## src/rtl/nrr_pkg.sv

```systemverilog
package nrr_pkg;
  typedef enum logic [1:0] {
    VERD_NONE   = 2'd0,
    VERD_GO     = 2'd1,
    VERD_SHRINK = 2'd2,
    VERD_HALT   = 2'd3
  } verdict_t;

  localparam int REC_ONLINE = 0;
  localparam int REC_HAS_ALT = 1;
  localparam int REC_ALT_BAD = 2;
  localparam int REC_NODE_LSB = 3;
endpackage

```

## src/rtl/nrr_tally.sv

```systemverilog
module nrr_tally #(
  parameter int N_TYPES = 5,
  parameter int CNT_W = 6,
  parameter int SUM_W = 10
) (
  input  logic [N_TYPES*CNT_W-1:0] ded_cnt,
  input  logic [N_TYPES*CNT_W-1:0] nd_cnt,
  input  logic [N_TYPES*CNT_W-1:0] shr_cnt,
  output logic [SUM_W-1:0]         ded_sum,
  output logic [SUM_W-1:0]         nd_sum,
  output logic [SUM_W-1:0]         live_types
);
  logic [N_TYPES-1:0] live;

  // a type counts toward the floor when any of its shared processors run
  for (genvar t = 0; t < N_TYPES; t++) begin : g_live
    assign live[t] = |shr_cnt[t*CNT_W +: CNT_W];
  end

  always_comb begin
    ded_sum = '0;
    nd_sum = '0;
    live_types = '0;
    for (int t = 0; t < N_TYPES; t++) begin
      ded_sum = ded_sum + SUM_W'(ded_cnt[t*CNT_W +: CNT_W]);
      nd_sum = nd_sum + SUM_W'(nd_cnt[t*CNT_W +: CNT_W]);
      live_types = live_types + SUM_W'(live[t]);
    end
  end
endmodule

```

## src/rtl/nrr_divider.sv

```systemverilog
module nrr_divider #(
  parameter int W = 10
) (
  input  logic         clk,
  input  logic         rst,
  input  logic         go,
  input  logic [W-1:0] dividend,
  input  logic [W-1:0] divisor,
  output logic         fin,
  output logic [W-1:0] quo,
  output logic [W-1:0] rem
);
  localparam int CW = $clog2(W + 1);

  logic [W:0]    acc;
  logic [W-1:0]  q;
  logic [W-1:0]  dvs;
  logic [CW-1:0] left;
  logic          run;
  logic [W:0]    shifted;
  logic          fits;

  always_comb begin
    shifted = {acc[W-1:0], q[W-1]};
    fits = shifted >= {1'b0, dvs};
  end

  always_ff @(posedge clk) begin
    if (rst) begin
      acc <= '0;
      q <= '0;
      dvs <= '0;
      left <= '0;
      run <= 1'b0;
      fin <= 1'b0;
    end else begin
      fin <= 1'b0;
      if (go) begin
        acc <= '0;
        q <= dividend;
        dvs <= divisor;
        left <= CW'(W);
        run <= 1'b1;
      end else if (run) begin
        acc <= fits ? shifted - {1'b0, dvs} : shifted;
        q <= {q[W-2:0], fits};
        left <= left - 1'b1;
        if (left == CW'(1)) begin
          run <= 1'b0;
          fin <= 1'b1;
        end
      end
    end
  end

  assign quo = q;
  assign rem = acc[W-1:0];
endmodule

```

## src/rtl/nrr_path_scan.sv

```systemverilog
module nrr_path_scan
  import nrr_pkg::*;
#(
  parameter int N_PATHS = 8,
  parameter int NODE_W = 2
) (
  input  logic                          clk,
  input  logic                          rst,
  input  logic                          go,
  input  logic [NODE_W-1:0]             target_node,
  input  logic [N_PATHS*(3+NODE_W)-1:0] paths,
  output logic                          ready,
  output logic [N_PATHS-1:0]            mask,
  output logic                          no_alt,
  output logic                          alt_bad,
  output logic                          alt_local
);
  localparam int REC_W = 3 + NODE_W;
  localparam int IDX_W = (N_PATHS > 1) ? $clog2(N_PATHS) : 1;

  logic [IDX_W-1:0] idx;
  logic             walking;
  logic [REC_W-1:0] rec;
  logic             hit_none, hit_bad, hit_local;

  always_comb begin
    rec = paths[idx*REC_W +: REC_W];
    hit_none = 1'b0;
    hit_bad = 1'b0;
    hit_local = 1'b0;
    if (rec[REC_ONLINE]) begin
      if (!rec[REC_HAS_ALT]) hit_none = 1'b1;
      else if (rec[REC_ALT_BAD]) hit_bad = 1'b1;
      else if (rec[REC_NODE_LSB +: NODE_W] == target_node) hit_local = 1'b1;
    end
  end

  always_ff @(posedge clk) begin
    if (rst) begin
      idx <= '0;
      walking <= 1'b0;
      ready <= 1'b0;
      mask <= '0;
      no_alt <= 1'b0;
      alt_bad <= 1'b0;
      alt_local <= 1'b0;
    end else if (go) begin
      idx <= '0;
      walking <= 1'b1;
      ready <= 1'b0;
      mask <= '0;
      no_alt <= 1'b0;
      alt_bad <= 1'b0;
      alt_local <= 1'b0;
    end else if (walking) begin
      mask[idx] <= hit_none | hit_bad | hit_local;
      no_alt <= no_alt | hit_none;
      alt_bad <= alt_bad | hit_bad;
      alt_local <= alt_local | hit_local;
      if (idx == IDX_W'(N_PATHS - 1)) begin
        walking <= 1'b0;
        ready <= 1'b1;
      end else begin
        idx <= idx + 1'b1;
      end
    end
  end
endmodule

```

## src/rtl/nrr_readiness.sv

```systemverilog
module nrr_readiness
  import nrr_pkg::*;
#(
  parameter int N_TYPES = 5,
  parameter int CNT_W = 6,
  parameter int N_PATHS = 8,
  parameter int NODE_W = 2,
  parameter int MEM_W = 16,
  localparam int SUM_W = CNT_W + $clog2(N_TYPES) + 2,
  localparam int SP_W = SUM_W + 1,
  localparam int REC_W = 3 + NODE_W
) (
  input  logic                       clk,
  input  logic                       rst,
  input  logic                       start,
  input  logic [N_TYPES*CNT_W-1:0]   ded_cnt,
  input  logic [N_TYPES*CNT_W-1:0]   nd_cnt,
  input  logic [N_TYPES*CNT_W-1:0]   shr_cnt,
  input  logic [CNT_W-1:0]           assist_cnt,
  input  logic [SP_W-1:0]            spare,
  input  logic [MEM_W-1:0]           mem_used,
  input  logic [MEM_W-1:0]           mem_left,
  input  logic [NODE_W-1:0]          target_node,
  input  logic [N_PATHS*REC_W-1:0]   paths,
  output logic                       busy,
  output logic                       done,
  output logic [1:0]                 verdict,
  output logic [SUM_W-1:0]           min_gpp,
  output logic [SUM_W-1:0]           min_assist,
  output logic [SP_W-1:0]            cut_count,
  output logic                       io_no_alt,
  output logic                       io_alt_bad,
  output logic                       io_alt_local,
  output logic [N_PATHS-1:0]         io_mask
);
  typedef enum logic [2:0] {
    ST_IDLE, ST_SUM, ST_RATIO_GO, ST_RATIO_WAIT, ST_MIN_GO, ST_MIN_WAIT, ST_END
  } step_t;

  step_t state;

  logic [SUM_W-1:0] ded_sum, nd_sum, live_types;
  logic [SUM_W-1:0] all_q, gpp_q, ratio_q, minas_q;
  logic [CNT_W-1:0] assist_q;
  logic [SP_W-1:0]  spare_q;
  logic             mem_ok_q, zero_q;

  logic             div_go, div_fin;
  logic [SUM_W-1:0] div_num, div_den, div_quo, div_rem;

  logic             scan_go, scan_ready;
  logic [N_PATHS-1:0] scan_mask;
  logic             scan_none, scan_bad, scan_local;

  logic [SP_W-1:0]  need, floor_need;
  logic             fit_full, fit_floor, io_fail;
  verdict_t         verd_c;
  logic [SP_W-1:0]  cut_c;

  nrr_tally #(.N_TYPES(N_TYPES), .CNT_W(CNT_W), .SUM_W(SUM_W)) u_tally (
    .ded_cnt(ded_cnt), .nd_cnt(nd_cnt), .shr_cnt(shr_cnt),
    .ded_sum(ded_sum), .nd_sum(nd_sum), .live_types(live_types)
  );

  // one divider serves both the ratio and the rounded-up floor division
  assign div_go = (state == ST_RATIO_GO) || (state == ST_MIN_GO);
  assign div_num = (state == ST_RATIO_GO) ? all_q : gpp_q;
  assign div_den = (state == ST_RATIO_GO) ? SUM_W'(assist_q) : ratio_q;

  nrr_divider #(.W(SUM_W)) u_div (
    .clk(clk), .rst(rst), .go(div_go), .dividend(div_num), .divisor(div_den),
    .fin(div_fin), .quo(div_quo), .rem(div_rem)
  );

  assign scan_go = (state == ST_IDLE) && start;

  nrr_path_scan #(.N_PATHS(N_PATHS), .NODE_W(NODE_W)) u_scan (
    .clk(clk), .rst(rst), .go(scan_go), .target_node(target_node), .paths(paths),
    .ready(scan_ready), .mask(scan_mask), .no_alt(scan_none),
    .alt_bad(scan_bad), .alt_local(scan_local)
  );

  always_comb begin
    need = SP_W'(all_q) + SP_W'(assist_q);
    floor_need = SP_W'(gpp_q) + SP_W'(minas_q);
    fit_full = need <= spare_q;
    fit_floor = floor_need <= spare_q;
    io_fail = scan_none | scan_bad | scan_local;
    if (zero_q) begin
      verd_c = VERD_HALT;
      cut_c = '0;
    end else begin
      if (fit_full) cut_c = '0;
      else if (fit_floor) cut_c = need - spare_q;
      else cut_c = floor_need - spare_q;
      if (!mem_ok_q || io_fail) verd_c = VERD_HALT;
      else if (fit_full) verd_c = VERD_GO;
      else if (fit_floor) verd_c = VERD_SHRINK;
      else verd_c = VERD_HALT;
    end
  end

  always_ff @(posedge clk) begin
    if (rst) begin
      state <= ST_IDLE;
      busy <= 1'b0;
      done <= 1'b0;
      verdict <= VERD_NONE;
      min_gpp <= '0;
      min_assist <= '0;
      cut_count <= '0;
      io_no_alt <= 1'b0;
      io_alt_bad <= 1'b0;
      io_alt_local <= 1'b0;
      io_mask <= '0;
      all_q <= '0;
      gpp_q <= '0;
      ratio_q <= '0;
      minas_q <= '0;
      assist_q <= '0;
      spare_q <= '0;
      mem_ok_q <= 1'b0;
      zero_q <= 1'b0;
    end else begin
      done <= 1'b0;
      case (state)
        ST_IDLE: begin
          if (start) begin
            state <= ST_SUM;
            busy <= 1'b1;
          end
        end
        ST_SUM: begin
          all_q <= ded_sum + nd_sum;
          gpp_q <= ded_sum + live_types;
          assist_q <= assist_cnt;
          spare_q <= spare;
          mem_ok_q <= mem_used <= mem_left;
          zero_q <= assist_cnt == '0;
          minas_q <= '0;
          state <= (assist_cnt == '0) ? ST_END : ST_RATIO_GO;
        end
        ST_RATIO_GO: state <= ST_RATIO_WAIT;
        ST_RATIO_WAIT: begin
          if (div_fin) begin
            ratio_q <= (div_quo == '0) ? SUM_W'(1) : div_quo;
            state <= ST_MIN_GO;
          end
        end
        ST_MIN_GO: state <= ST_MIN_WAIT;
        ST_MIN_WAIT: begin
          if (div_fin) begin
            minas_q <= div_quo + SUM_W'(div_rem != '0);
            state <= ST_END;
          end
        end
        ST_END: begin
          if (scan_ready) begin
            verdict <= verd_c;
            min_gpp <= gpp_q;
            min_assist <= minas_q;
            cut_count <= cut_c;
            io_no_alt <= scan_none;
            io_alt_bad <= scan_bad;
            io_alt_local <= scan_local;
            io_mask <= scan_mask;
            done <= 1'b1;
            busy <= 1'b0;
            state <= ST_IDLE;
          end
        end
        default: state <= ST_IDLE;
      endcase
    end
  end
endmodule

```

## config.mk

```make
export PLATFORM = sky130hd
export DESIGN_NAME = nrr_readiness
export DESIGN_NICKNAME = d
export VERILOG_FILES = /design/src/rtl/nrr_pkg.sv /design/src/rtl/nrr_tally.sv /design/src/rtl/nrr_divider.sv /design/src/rtl/nrr_path_scan.sv /design/src/rtl/nrr_readiness.sv
export SDC_FILE = /design/constraint.sdc
export NUM_CORES = 1
export LEC_CHECK = 0
export BUFFER_PORTS_ARGS = -buffer_cell sky130_fd_sc_hd__buf_4
export CAP_MARGIN = 20
export CELL_PAD_IN_SITES_DETAIL_PLACEMENT = 0
export CELL_PAD_IN_SITES_GLOBAL_PLACEMENT = 1
export CORE_UTILIZATION = 45
export DETAILED_ROUTE_END_ITERATION = 10
export PLACE_DENSITY_LB_ADDON = 0.1
export SETUP_SLACK_MARGIN = 0.05
export SYNTH_ARGS = -nofsm -noshare
export SYNTH_HDL_FRONTEND = slang
export SYNTH_HIERARCHICAL = 1
export SYNTH_SLANG_ARGS = --single-unit
```

## constraint.sdc

```tcl
create_clock -name clk -period 8.1 [get_ports clk]
set_input_delay 0.81 -clock clk [delete_from_list [all_inputs] [get_ports clk]]
set_output_delay 0.81 -clock clk [all_outputs]
set_load 0.005 [all_outputs]
```

* Word-level counts from Yosys, hierarchy flattened *
Cells that the tools add are included.

storage, ports and cells
  bits in registers = 171
  input bits = 185
  output and inout bits = 49
  logic and storage cells = 160

operators by class
  add/sub/neg operators = 22
  multiply operators = 1
  $lt $le $gt $ge = 6
  equal/unequal tests = 13
  shifts and indexed selects = 1
  muxes and demuxes = 46
  bitwise operators = 10
  reduce and logical (&&, ||, !) cells = 28

operators by type and width
  kind                  count
  $mux W11              7
  $add A11 B6 Y11       6
  $add A11 B1 Y11       4
  $shiftx A40 B7 Y5     1
  $mux W12              3
  $reduce_or A6 Y1      5
  $le A12 B12 Y1        2
  $sub A12 B12 Y12      2
  $add A11 B11 Y11      2
  $pmux W11 S2          1
  $mux W1               21
  $pmux W3 S7           1
  $le A16 B16 Y1        1
  $mux W3               5
  $add A6 B6 Y7         2
  $add A11 B11 Y12      1
  $add A11 B6 Y12       1
  $eq A3 B3 Y1 const B  4
  $ge A12 B11 Y1        1
  $logic_not A11 Y1     1
  $reduce_bool A11 Y1   1
  $sub A11 B11 Y11      1
  $reduce_and A2 Y1     5
  $bwmux W8             1
  28 further kinds      48

* Longest topological paths before layout *
Gate-level depths: netlist of run 1.

  depth after elaboration = 9
  gate-level depth with buffers = 20

* By module *
Netlist of run 1, hierarchy kept.

by module, submodules not included
  module         times used  cells each  area each (um^2)  seq. area each (um^2)
  nrr_readiness  1           1009        7822.5            2322.2
  nrr_divider    1           261         2188.3            780.7
  nrr_tally      1           213         1765.4            0.0
  nrr_path_scan  1           122         1123.6            320.3

* Worst setup path before layout of run 1 *
OpenSTA, ideal clock, no wires.

  path kind = in2reg
  from = input port nd_cnt[1]
  to = register all_q[8]
  data arrival time = 4.611 ns
  required time = 7.963 ns
  path slack = 3.352 ns
  stages on the path = 17
  buffers on the path = 0
  cell sequence = inv_1 -> fa_1 -> fa_1 -> fa_1 -> inv_1 -> ha_1 -> fa_1 -> a21o_1 -> a21oi_1 -> xnor2_1 -> ha_1 -> nor2b_1 -> a311oi_1 -> nand2_1 -> nand2_1 -> xor2_1 -> a211oi_1

between the ends
  longest elaborated chain between the ends = 5

ends and longest elaborated chain
  element                        RTL line              text
  start: declaration             nrr_readiness.sv:17   input logic [N_TYPES*CNT_W-1:0] nd_cnt,
  $add A6 B6 Y7                  nrr_tally.sv:26       nd_sum = nd_sum + SUM_W'(nd_cnt[t*CNT_W +: CNT_W]);
  $add A11 B6 Y11 (3 in series)  nrr_tally.sv:26
  named net nd_sum[5]            nrr_readiness.sv:42   logic [SUM_W-1:0] ded_sum, nd_sum, live_types;
  $add A11 B11 Y11               nrr_readiness.sv:134  all_q <= ded_sum + nd_sum;
  end signal: assignment         nrr_readiness.sv:134
  end: declaration               nrr_readiness.sv:43   logic [SUM_W-1:0] all_q, gpp_q, ratio_q, minas_q;

The timed path passes the listed nets, and every way through them passes these cells.
A chain may end at the register's enable or synchronous reset.

* Final worst setup path of run 1 *
  from = register gpp_q[0]
  to = register cut_count[3]

between the ends
  longest elaborated chain between the ends = 5
  elaborated cells between the ends (all ways) = 6
  classes of those cells = add/sub (2); order compare (1); mux (3)

ends and longest elaborated chain
  element                                             RTL line                                  text
  start: declaration                                  nrr_readiness.sv:43
  start signal: assignment                            nrr_readiness.sv:135                      gpp_q <= ded_sum + live_types;
  $add A11 B11 Y12 (*)                                nrr_readiness.sv:85                       floor_need = SP_W'(gpp_q) + SP_W'(minas_q);
  $sub A12 B12 Y12 or $le A12 B12 Y1 (tied branches)  nrr_readiness.sv:95, nrr_readiness.sv:87
  $mux W12 (*)                                        nrr_readiness.sv:94                       else if (fit_floor) cut_c = need - spare_q;
  $mux W12 (*)                                        nrr_readiness.sv:93                       if (fit_full) cut_c = '0;
  $mux W12 (*)                                        nrr_readiness.sv:89                       if (zero_q) begin
  end signal: assignment                              nrr_readiness.sv:162                      cut_count <= cut_c;
  end: declaration                                    nrr_readiness.sv:30                       output logic [SP_W-1:0] cut_count,

Every way passes the cells marked *; elsewhere a longest branch is shown, timed or not.

==> results of run 1 <==
==> critical path, stage by stage (launching register included) <==
cell and delay [ns]:
dfxtp_1 0.53, ha_1 0.24, inv_1 0.06, fa_1 0.39
nor2b_1 0.12, o21ai_0 0.12, a21boi_0 0.27, o21ai_0 0.17
a21oi_1 0.28, nand4_1 0.14, o211ai_1 0.19, ha_1 0.36
a21oi_1 0.22, a21oi_1 0.10, nor2_1 0.09, a21o_1 0.56
mux2_2 0.41, a22oi_1 0.17, nor2_1 0.06
==> cell type report <==
type / count / area, um2
clock buffer: 17 / 425
clock inverter: 15 / 215
fill: 2729 / 12500
inverter: 142 / 533
multi-input combinational: 1227 / 8620
sequential: 171 / 3420
tap: 378 / 473
timing repair buffer: 242 / 1840
==> metrics by stage <==
stage	cells	utilization, %	area [um2]
floorplan	1616	-	12900
global placement	2159	53.1	14900
detailed placement	2159	53.1	14900
CTS	2191	55.3	15500
global route	2192	55.4	15500
finish	2192	55.4	15500
==> worst max-delay path by stage <==
stage,endpoint,slack [ns],depth (start not counted)
after detailed placement,all_q[8],3.03,18
after floorplan,all_q[8],3.35,17
after global routing,cut_count[3],3.13,18
after global placement,all_q[8],3.09,18
after CTS,all_q[8],3.48,18
final,cut_count[3],3.47,18
==> cells by family (layout without fill, tap and decap cells) <==
group / count (synthesis) / in the layout / synth area share (%)
AO/OA/AOI/OAI: 358 / 358 / 17.7
XOR/XNOR: 80 / 80 / 5.43
adder cells (fa/ha/maj): 157 / 157 / 17.5
buffers and inverters: 218 / 416 / 7.01
flip-flops: 171 / 171 / 26.5
multiplexers: 73 / 73 / 6.17
other: 1 / 12 / 0.0291
AND/OR/NAND/NOR: 547 / 547 / 19.6
==> sequential cells by signal, summed over array words and instances, names as in the netlist, 4 cells and up <==
register,flops
cut_count,12
spare_q,12
all_q,11
gpp_q,11
min_assist,11
min_gpp,11
minas_q,11
ratio_q,11
u_div/acc,11
u_div/dvs,11
u_div/quo,11
io_mask,8
u_scan/mask,8
assist_q,6
u_div/left,4
==> cells in the mapped netlist, drive strengths merged, types with 5 or more instances <==
cell type | number | area share (%)
o21a | 13 | 0.76
xnor2 | 59 | 4.0
a21oi | 168 | 6.7
o211ai | 10 | 0.58
a311oi | 7 | 0.48
mux2 | 27 | 2.5
nand3 | 50 | 1.9
a2111oi | 5 | 0.48
a211oi | 20 | 1.2
ha | 118 | 11
a22oi | 12 | 0.74
inv | 142 | 4.1
buf | 29 | 1.5
o21ai | 46 | 1.8
fa | 39 | 6.1
or3 | 10 | 0.48
nand2 | 209 | 6.1
clkbuf | 47 | 1.4
nor2 | 139 | 4.1
dfxtp | 171 | 27
nor2b | 28 | 1.4
a21o | 22 | 1.3
mux2i | 45 | 3.5
o21bai | 6 | 0.35
nor3 | 27 | 1.1
nand2b | 18 | 0.89
a31oi | 6 | 0.29
and3 | 20 | 0.97
xor2 | 21 | 1.4
nor4 | 14 | 0.68
nand4 | 14 | 0.73
o31ai | 11 | 0.64
==> metal layers <==
layer  GRT usage [%]  up-vias  wire length [um]  share of wire [%]
met1            33.4     5350             16700                 49
met4            5.01        0               401                1.2
met2            38.4      244             16000                 47
met3            2.37       25              1220                3.5
li1                -     5906                 -                  -
met5               0        -                 0                  0
==> report_power, final <==
part           switching (mW)  leakage (nW)  total (mW)  internal [mW]
sequential             0.0725          1.38       0.958          0.885
combinational            1.13          5.15        2.07          0.931
clock                   0.411         0.310       0.864          0.453
total                    1.62          6.84        3.89           2.27
==> placed cells by master, fill, tap and decap left out, types with 11 or more instances in the layout <==
cell / Yosys / layout
nor4_1: 14 / 14
a22oi_1: 11 / 11
o31ai_1: 11 / 11
nor2_1: 138 / 137
inv_1: 142 / 142
mux2_2: 22 / 22
clkbuf_16: 0 / 17
dfxtp_1: 171 / 171
o21a_1: 13 / 13
nor3_1: 26 / 26
nand2_1: 209 / 209
nand4_1: 13 / 13
ha_1: 118 / 118
xor2_1: 21 / 21
nand2b_1: 17 / 17
fa_1: 39 / 39
a21o_1: 21 / 21
and3_1: 20 / 20
nor2b_1: 28 / 27
a211oi_1: 18 / 18
a21oi_1: 162 / 162
buf_4: 12 / 241
conb_1: 1 / 12
nand3_1: 50 / 49
o21ai_0: 38 / 38
xnor2_1: 59 / 59
mux2i_1: 45 / 45
==> results.cfg, run 1 <==
[timing]
worst_slew_pin_slew_ns = 0.936
setup_slack_ns = 3.47
rsz0062_at_grt = no
fin_hold_ws_ns = 0.449
hold_viol = 0
setup-tns-final_ns = 0
fin_crit_sh_pct = 57.1
relSlewSlack_pct = 37.3
drv_slew = 0
post-route-min-period_ns = 4.63
setup_viol = 0
fmax_mhz = 216
finalClockSkew_ns = 0.0205

[clock_tree]
clk_pin_slew_ns = 0.07
numCtsBuffers = 17
clock_latency_ns = 0.44
post_cts_resized = 0
htreeDepth = 4
clock_path_buffers = 2
cts_tree = built
cts_hold_buf = 0
cts_sinks = 171
root_buffer = clkbuf_16
cts_setup_buffers = 0

[logic_synthesis]
synth_seq_cells = 171
syn_inst = 1605
synth_warnings = 6
synth.avg_cell_area_um2 = 8.04
synth-edff-count = 0
seq_area_frac_synth_pct = 26.5
synth-main-ff-cell = dfxtp_1
syn_area_um2 = 12900
async_flop_share_pct = 0
ys_types = 82

[power]
p_total_mw = 3.89
p_leak_nw = 6.84
peakVddDrop_mv = 0.169
power_density_nw_per_um2 = 250

[layout]
antenna_cells = 0
finalNetCount = 2143
area_growth_pct = 20.4
drive_gt1_share_pct = 18.3

[min_path]
hold_end = cut_count[10]
hp-start = cut_count[10]
min_path_type = flop to flop
worstHoldPathCells = 2

[setup_path]
crit_type = flop to flop
critPathCaptureType = flop
cp-startpoint = gpp_q[0]
r2r_slack_ns = 3.47
cp_max_fo = 16
r2r_start = gpp_q[0]
ff2ff_path_depth = 18
arrival_ns = 4.92
reg2reg_to = cut_count[3]
startpoint_type = flop
required_ns = 8.39

[die]
initial_utilization_pct = 46.1
rows = 61
die_x_um = 171
core-area_um2 = 28000
die-area_um2 = 29300
io-pin-count = 234
fp.dieH_um = 171

[global_route]
grt_pass1_wl_mm = 55.0
grt_pass1_vias = 10700
grt_antenna_before_repair = 0
grt_max_degree = 85
groute.usage.overall_pct = 23.5
overflow = 0

[drt]
drtIter0Drc = 774
drt_pass1_iterations = 6
drcViolationCount = 0
via_per_inst = 5.26
vias = 11500
totalWireLength_mm = 34.3
wire_per_inst_um = 15.7
final_antenna_net_count = 0

[run_status]
outcome = finished, final reports clean

[flow_run]
cap_violations = 0

[place]
dp_slack_ns = 3.03
port_buffers = 233
gp_congestion = 0.892
dp_hpwl_mm = 26.8
Note: power is estimated with default switching activity, not from simulation.
==> run 2, diff against run 1 <==
--- a/config.mk
+++ b/config.mk
@@ -9,7 +9,7 @@
 export CAP_MARGIN = 20
 export CELL_PAD_IN_SITES_DETAIL_PLACEMENT = 0
 export CELL_PAD_IN_SITES_GLOBAL_PLACEMENT = 1
-export CORE_UTILIZATION = 45
+export CORE_UTILIZATION = 38
 export DETAILED_ROUTE_END_ITERATION = 10
 export PLACE_DENSITY_LB_ADDON = 0.1
 export SETUP_SLACK_MARGIN = 0.05
==> constraint.sdc (replaced) <==
create_clock -name clk -period 4.1 [get_ports clk]
set_input_delay 0.41 -clock clk [delete_from_list [all_inputs] [get_ports clk]]
set_output_delay 0.41 -clock clk [all_outputs]
set_load 0.005 [all_outputs]
==> run 2 against run 1 <==
Effect of this change:
- routed wire length grew 6.6%
- die area up 18%
- largest cell class unchanged
- cell area up 5.3%
- register-to-register slack got worse by 3.2 ns
- setup slack lost 3.3 ns
- worst hold slack worse by 0.24 ns
- critical endpoint is now all_q[9]
- largest power group unchanged
==> results.cfg, run 2 (synthesis gave the netlist of run 1 again) <==
[layout]
final_cell_mix = buf_4 (318), nand2_1 (209), dfxtp_1 (169), a21oi_1 (154), nor2_1 (137)
finalNetCount = 2222
antenna_cells = 0
reg.largest.list = cut_count (12), spare_q (12)
final_cells = 2341
drive_gt1_share_pct = 24.0
design_area_um2 = 16400
area_growth_pct = 26.8
final_common_cell = buf_4

[timing]
hold_viol = 0
fin_crit_sh_pct = 95.3
fmax_mhz = 256
finalClockSkew_ns = 0.0169
relSlewSlack_pct = 42.1
post-route-min-period_ns = 3.91
rsz0062_at_grt = yes
drv_slew = 0
worst_slew_pin_slew_ns = 0.867
setup_viol = 0

[setup_path]
max_stage_delay_ns = 0.53
crit_chain = buf_4 -> ha_1 -> fa_2 -> a21o_1 -> a211oi_1 -> nor2_1 -> fa_1 -> ha_4 -> a21oi_2 -> nor2b_1 -> a311o_2 -> xor2_2 -> ha_1 -> and3_4 -> a311oi_2 -> xnor2_1 -> nand2_1 -> a21oi_2
arrival_ns = 4.20
cp_max_fo = 3
crit_type = primary input to flop
startpoint_type = primary input
ff2ff_path_depth = 18
crit_slowest_cell = fa_1
critPathCaptureType = flop
required_ns = 4.39

[clock_tree]
numCtsBuffers = 17
cts_sinks = 171
cts_hold_buf = 0
clock_latency_ns = 0.44
htreeDepth = 4
cts_tree = built
clock_path_buffers = 2
root_buffer = clkbuf_16
clk_pin_slew_ns = 0.08

[drt]
wire_per_inst_um = 15.6
vias = 11700
totalWireLength_mm = 36.6
drtIter0Drc = 632
via_per_inst = 5.01
final_antenna_net_count = 0
drt_pass1_iterations = 5
drcViolationCount = 0

[power]
power_density_nw_per_um2 = 533
p_total_mw = 8.72
peakVddDrop_mv = 0.462
p_leak_nw = 7.22

[place]
port_buffers = 233
place_inst = 2304
placed_cell_area_um2 = 15600
dp_hpwl_mm = 29.1
gp_congestion = 0.888

[die]
initial_utilization_pct = 38.6
die_x_um = 186
die-area_um2 = 34700
fp.dieH_um = 186
core-area_um2 = 33400
io-pin-count = 234
rows = 67

[global_route]
grt_max_degree = 77
grt_pass1_wl_mm = 58.0
overflow = 0
groute.usage.overall_pct = 21.2
grt_pass1_vias = 11000
grt_antenna_before_repair = 0

[flow_run]
cap_violations = 0

[min_path]
worstHoldPathCells = 3
min_path_type = primary input to flop

[run_status]
outcome = finished, final reports clean
[run 2: worst paths after layout]
check	end	startpoint	slack (ns)
max	all_q[9]	ded_cnt[0]	0.19
min	spare_q[8]	spare[8]	0.21
max reg2reg	cut_count[3]	minas_q[0]	0.30
min reg2reg	cut_count[11]	cut_count[11]	0.45
[run 2: repair_timing]
action	CTS	global route
resized for setup	0	37
setup endpoints to repair	0	19
buffers inserted	0	5
endpoints found under the hold margin	0	0
[run 2: through the flow]
step | hold WS, ns | setup slack, ns | setup TNS, ns | utilization (%)
2_1_floorplan | 0.432 | 0.0287 | 0 | -
3_3_place_gp | 0.437 | -0.221 | -1.28 | 46.6
3_5_place_dp | 0.443 | -0.304 | -1.63 | 46.6
4_1_cts | 0.200 | 0.0614 | 0 | 48.4
5_1_grt | 0.218 | -0.00480 | -0.00480 | 48.9
6_report | 0.208 | 0.193 | 0 | 48.9
[run 2: power breakdown]
group	switching, mW	internal (mW)	total (mW)
Sequential	0.118	1.75	1.87
Clock	0.824	0.826	1.65
Combinational	2.56	2.64	5.20
Total	3.50	5.21	8.72
[run 2: layout make-up]
cell class              instances  area, um2
inverters                     142        538
fillers                      3364      17100
well taps                     448        561
clock buffers                  17        425
multi-input cells            1227       8810
flip-flops and latches        171       3430
repair buffers                321       2420
clock inverters                15        173
[run 2: layer usage]
metal	routed length, um	vias up	track usage (%)
met3	1210	26	2.32
met5	0	-	0
met4	504	0	5.11
li1	-	6070	-
met2	16800	205	34.4
met1	18100	5437	30.0
[run 2: critical path, delay by kind of cell]
kind,cells,cell delay (ns)
adder cells (fa/ha/maj),5,1.68
XOR/XNOR,2,0.30
AND/OR/NAND/NOR,4,0.41
AO/OA/AOI/OAI,6,1.29
buffers and inverters,1,0.11
==> run 3, diff against run 2 <==
--- a/config.mk
+++ b/config.mk
@@ -9,6 +9,7 @@
 export CAP_MARGIN = 20
 export CELL_PAD_IN_SITES_DETAIL_PLACEMENT = 0
 export CELL_PAD_IN_SITES_GLOBAL_PLACEMENT = 1
+export CORE_ASPECT_RATIO = 0.7
 export CORE_UTILIZATION = 38
 export DETAILED_ROUTE_END_ITERATION = 10
 export PLACE_DENSITY_LB_ADDON = 0.1
==> run 3 against run 2 <==
Effect of this change:
- first-iteration DRC count rose by 51%
- cell area shrank 0.79%
- cell count decreased by 0.68%
- critical endpoint unchanged
==> results.cfg, run 3 (synthesis gave the netlist of run 1 again) <==
[power]
peakVddDrop_mv = 0.397
p_clk_share_pct = 18.3
p_comb_share_pct = 59.8
seqPwrFrac_pct = 21.9
swShare_pct = 40.4
p_switching_mw = 3.47
p_int_mw = 5.11
power_density_nw_per_um2 = 528
p_leak_nw = 7.19

[timing]
relSlewSlack_pct = 41.7
rsz0062_at_grt = yes
drv_slew = 0
hold_viol = 0
post-route-min-period_ns = 3.90
setup_viol = 0
fin_crit_sh_pct = 95.2
fmax_mhz = 256
setup_slack_ns = 0.198
worst_slew_pin_slew_ns = 0.872
finalClockSkew_ns = 0.00624

[die]
io-pin-count = 234
die_x_um = 222
initial_utilization_pct = 38.6
die-area_um2 = 34700
rows = 56
fp.dieH_um = 156
core-area_um2 = 33400

[drt]
wire_per_inst_um = 16.2
drtIter0Drc = 957
via_per_inst = 5.10
vias = 11900
totalWireLength_mm = 37.6
drcViolationCount = 0
final_antenna_net_count = 0
drt_pass1_iterations = 5

[clock_tree]
clock_latency_ns = 0.45
clk_pin_slew_ns = 0.07
clock_path_buffers = 2
cts_hold_buf = 0
htreeDepth = 4
cts_sinks = 171
cts_tree = built
numCtsBuffers = 17
root_buffer = clkbuf_16

[global_route]
grt_max_degree = 68
grt_pass1_wl_mm = 59.5
overflow = 0
grt_antenna_before_repair = 0
groute.usage.overall_pct = 21.6
grt_pass1_vias = 11000

[layout]
final_common_cell = buf_4
final_cell_mix = buf_4 (316), nand2_1 (209), dfxtp_1 (169), a21oi_1 (155), inv_1 (138)
design_area_um2 = 16200
reg.largest.list = cut_count (12), spare_q (12)
area_growth_pct = 25.8
finalNetCount = 2219
drive_gt1_share_pct = 23.3
antenna_cells = 0

[setup_path]
critPathCaptureType = flop
cp_max_fo = 3
crit_type = primary input to flop
required_ns = 4.41
startpoint_type = primary input
arrival_ns = 4.21

[min_path]
min_path_type = primary input to flop

[place]
dp_hpwl_mm = 29.9
placed_cell_area_um2 = 15500
port_buffers = 233
dp_slack_ns = -0.256
gp_congestion = 0.904

[flow_run]
cap_violations = 0

[run_status]
outcome = finished, final reports clean
run 3: timing repair:
item | in CTS | in global routing
pin swaps | 0 | 22
resized for setup | 1 | 24
buffers inserted | 0 | 4
endpoints found under the setup margin | 5 | 18
run 3: metrics by stage:
step / setup TNS (ns) / power (mW) / hold WS (ns) / util (%) / instances
global placement: -1.40 / 6.88 / 0.439 / 46.5 / 2288
global route: -0.516 / 9.25 / 0.193 / 48.5 / 2325
floorplan: 0 / 5.19 / 0.432 / - / 1616
CTS: 0 / 8.52 / 0.176 / 48.2 / 2320
finish: 0 / 8.57 / 0.197 / 48.5 / 2325
detailed placement: -1.65 / 6.92 / 0.445 / 46.5 / 2288
run 3: worst paths after layout:
kind	start	end	slack, ns	depth (start not counted)
hold / removal	start	state[0]	0.20	2
hold reg to reg	u_scan/mask[7]	io_mask[7]	0.45	2
setup / recovery	nd_cnt[14]	all_q[9]	0.20	19
setup reg to reg	gpp_q[1]	cut_count[3]	0.21	15
run 3: final cells by class:
cell class | count | area [um2]
Clock inverter | 15 | 136
Multi-Input combinational cell | 1227 | 8760
Clock buffer | 17 | 425
Inverter | 142 | 533
Tap cell | 435 | 544
Sequential cell | 171 | 3430
Fill cell | 3326 | 17200
Timing Repair Buffer | 318 | 2390
run 3: power groups by stage:
| stage | clock [mW] | sequential, mW | combinational (mW) |
|---|---|---|---|
| 2_1_floorplan | 0 | 1.85 | 3.34 |
| 3_3_place_gp | 0 | 1.91 | 4.97 |
| 3_5_place_dp | 0 | 1.91 | 5.01 |
| 4_1_cts | 1.60 | 1.87 | 5.04 |
| 5_1_grt | 1.67 | 1.89 | 5.68 |
| 6_report | 1.57 | 1.88 | 5.12 |
run 3: critical path, cell delays in order:
cell and delay [ns]:
buf_6 0.07, inv_2 0.03, fa_1 0.53, inv_1 0.05, fa_1 0.49, inv_2 0.04
fa_1 0.56, inv_2 0.06, fa_2 0.41, a211oi_2 0.23, o21bai_1 0.08, a21oi_1 0.17
xnor2_1 0.13, ha_1 0.27, and3_4 0.19, a311oi_2 0.28, xnor2_1 0.09, nand2_1 0.06
a21oi_1 0.06
run 3: per-layer routing:
metal	wire length (um)	vias to the layer above	share of wire [%]	track usage, %
met1	20100	5499	53	33.7
met5	0	-	0	0
met2	15000	267	40	30.2
met4	429	0	1.1	5.22
li1	-	6059	-	-
met3	2010	28	5.3	3.54
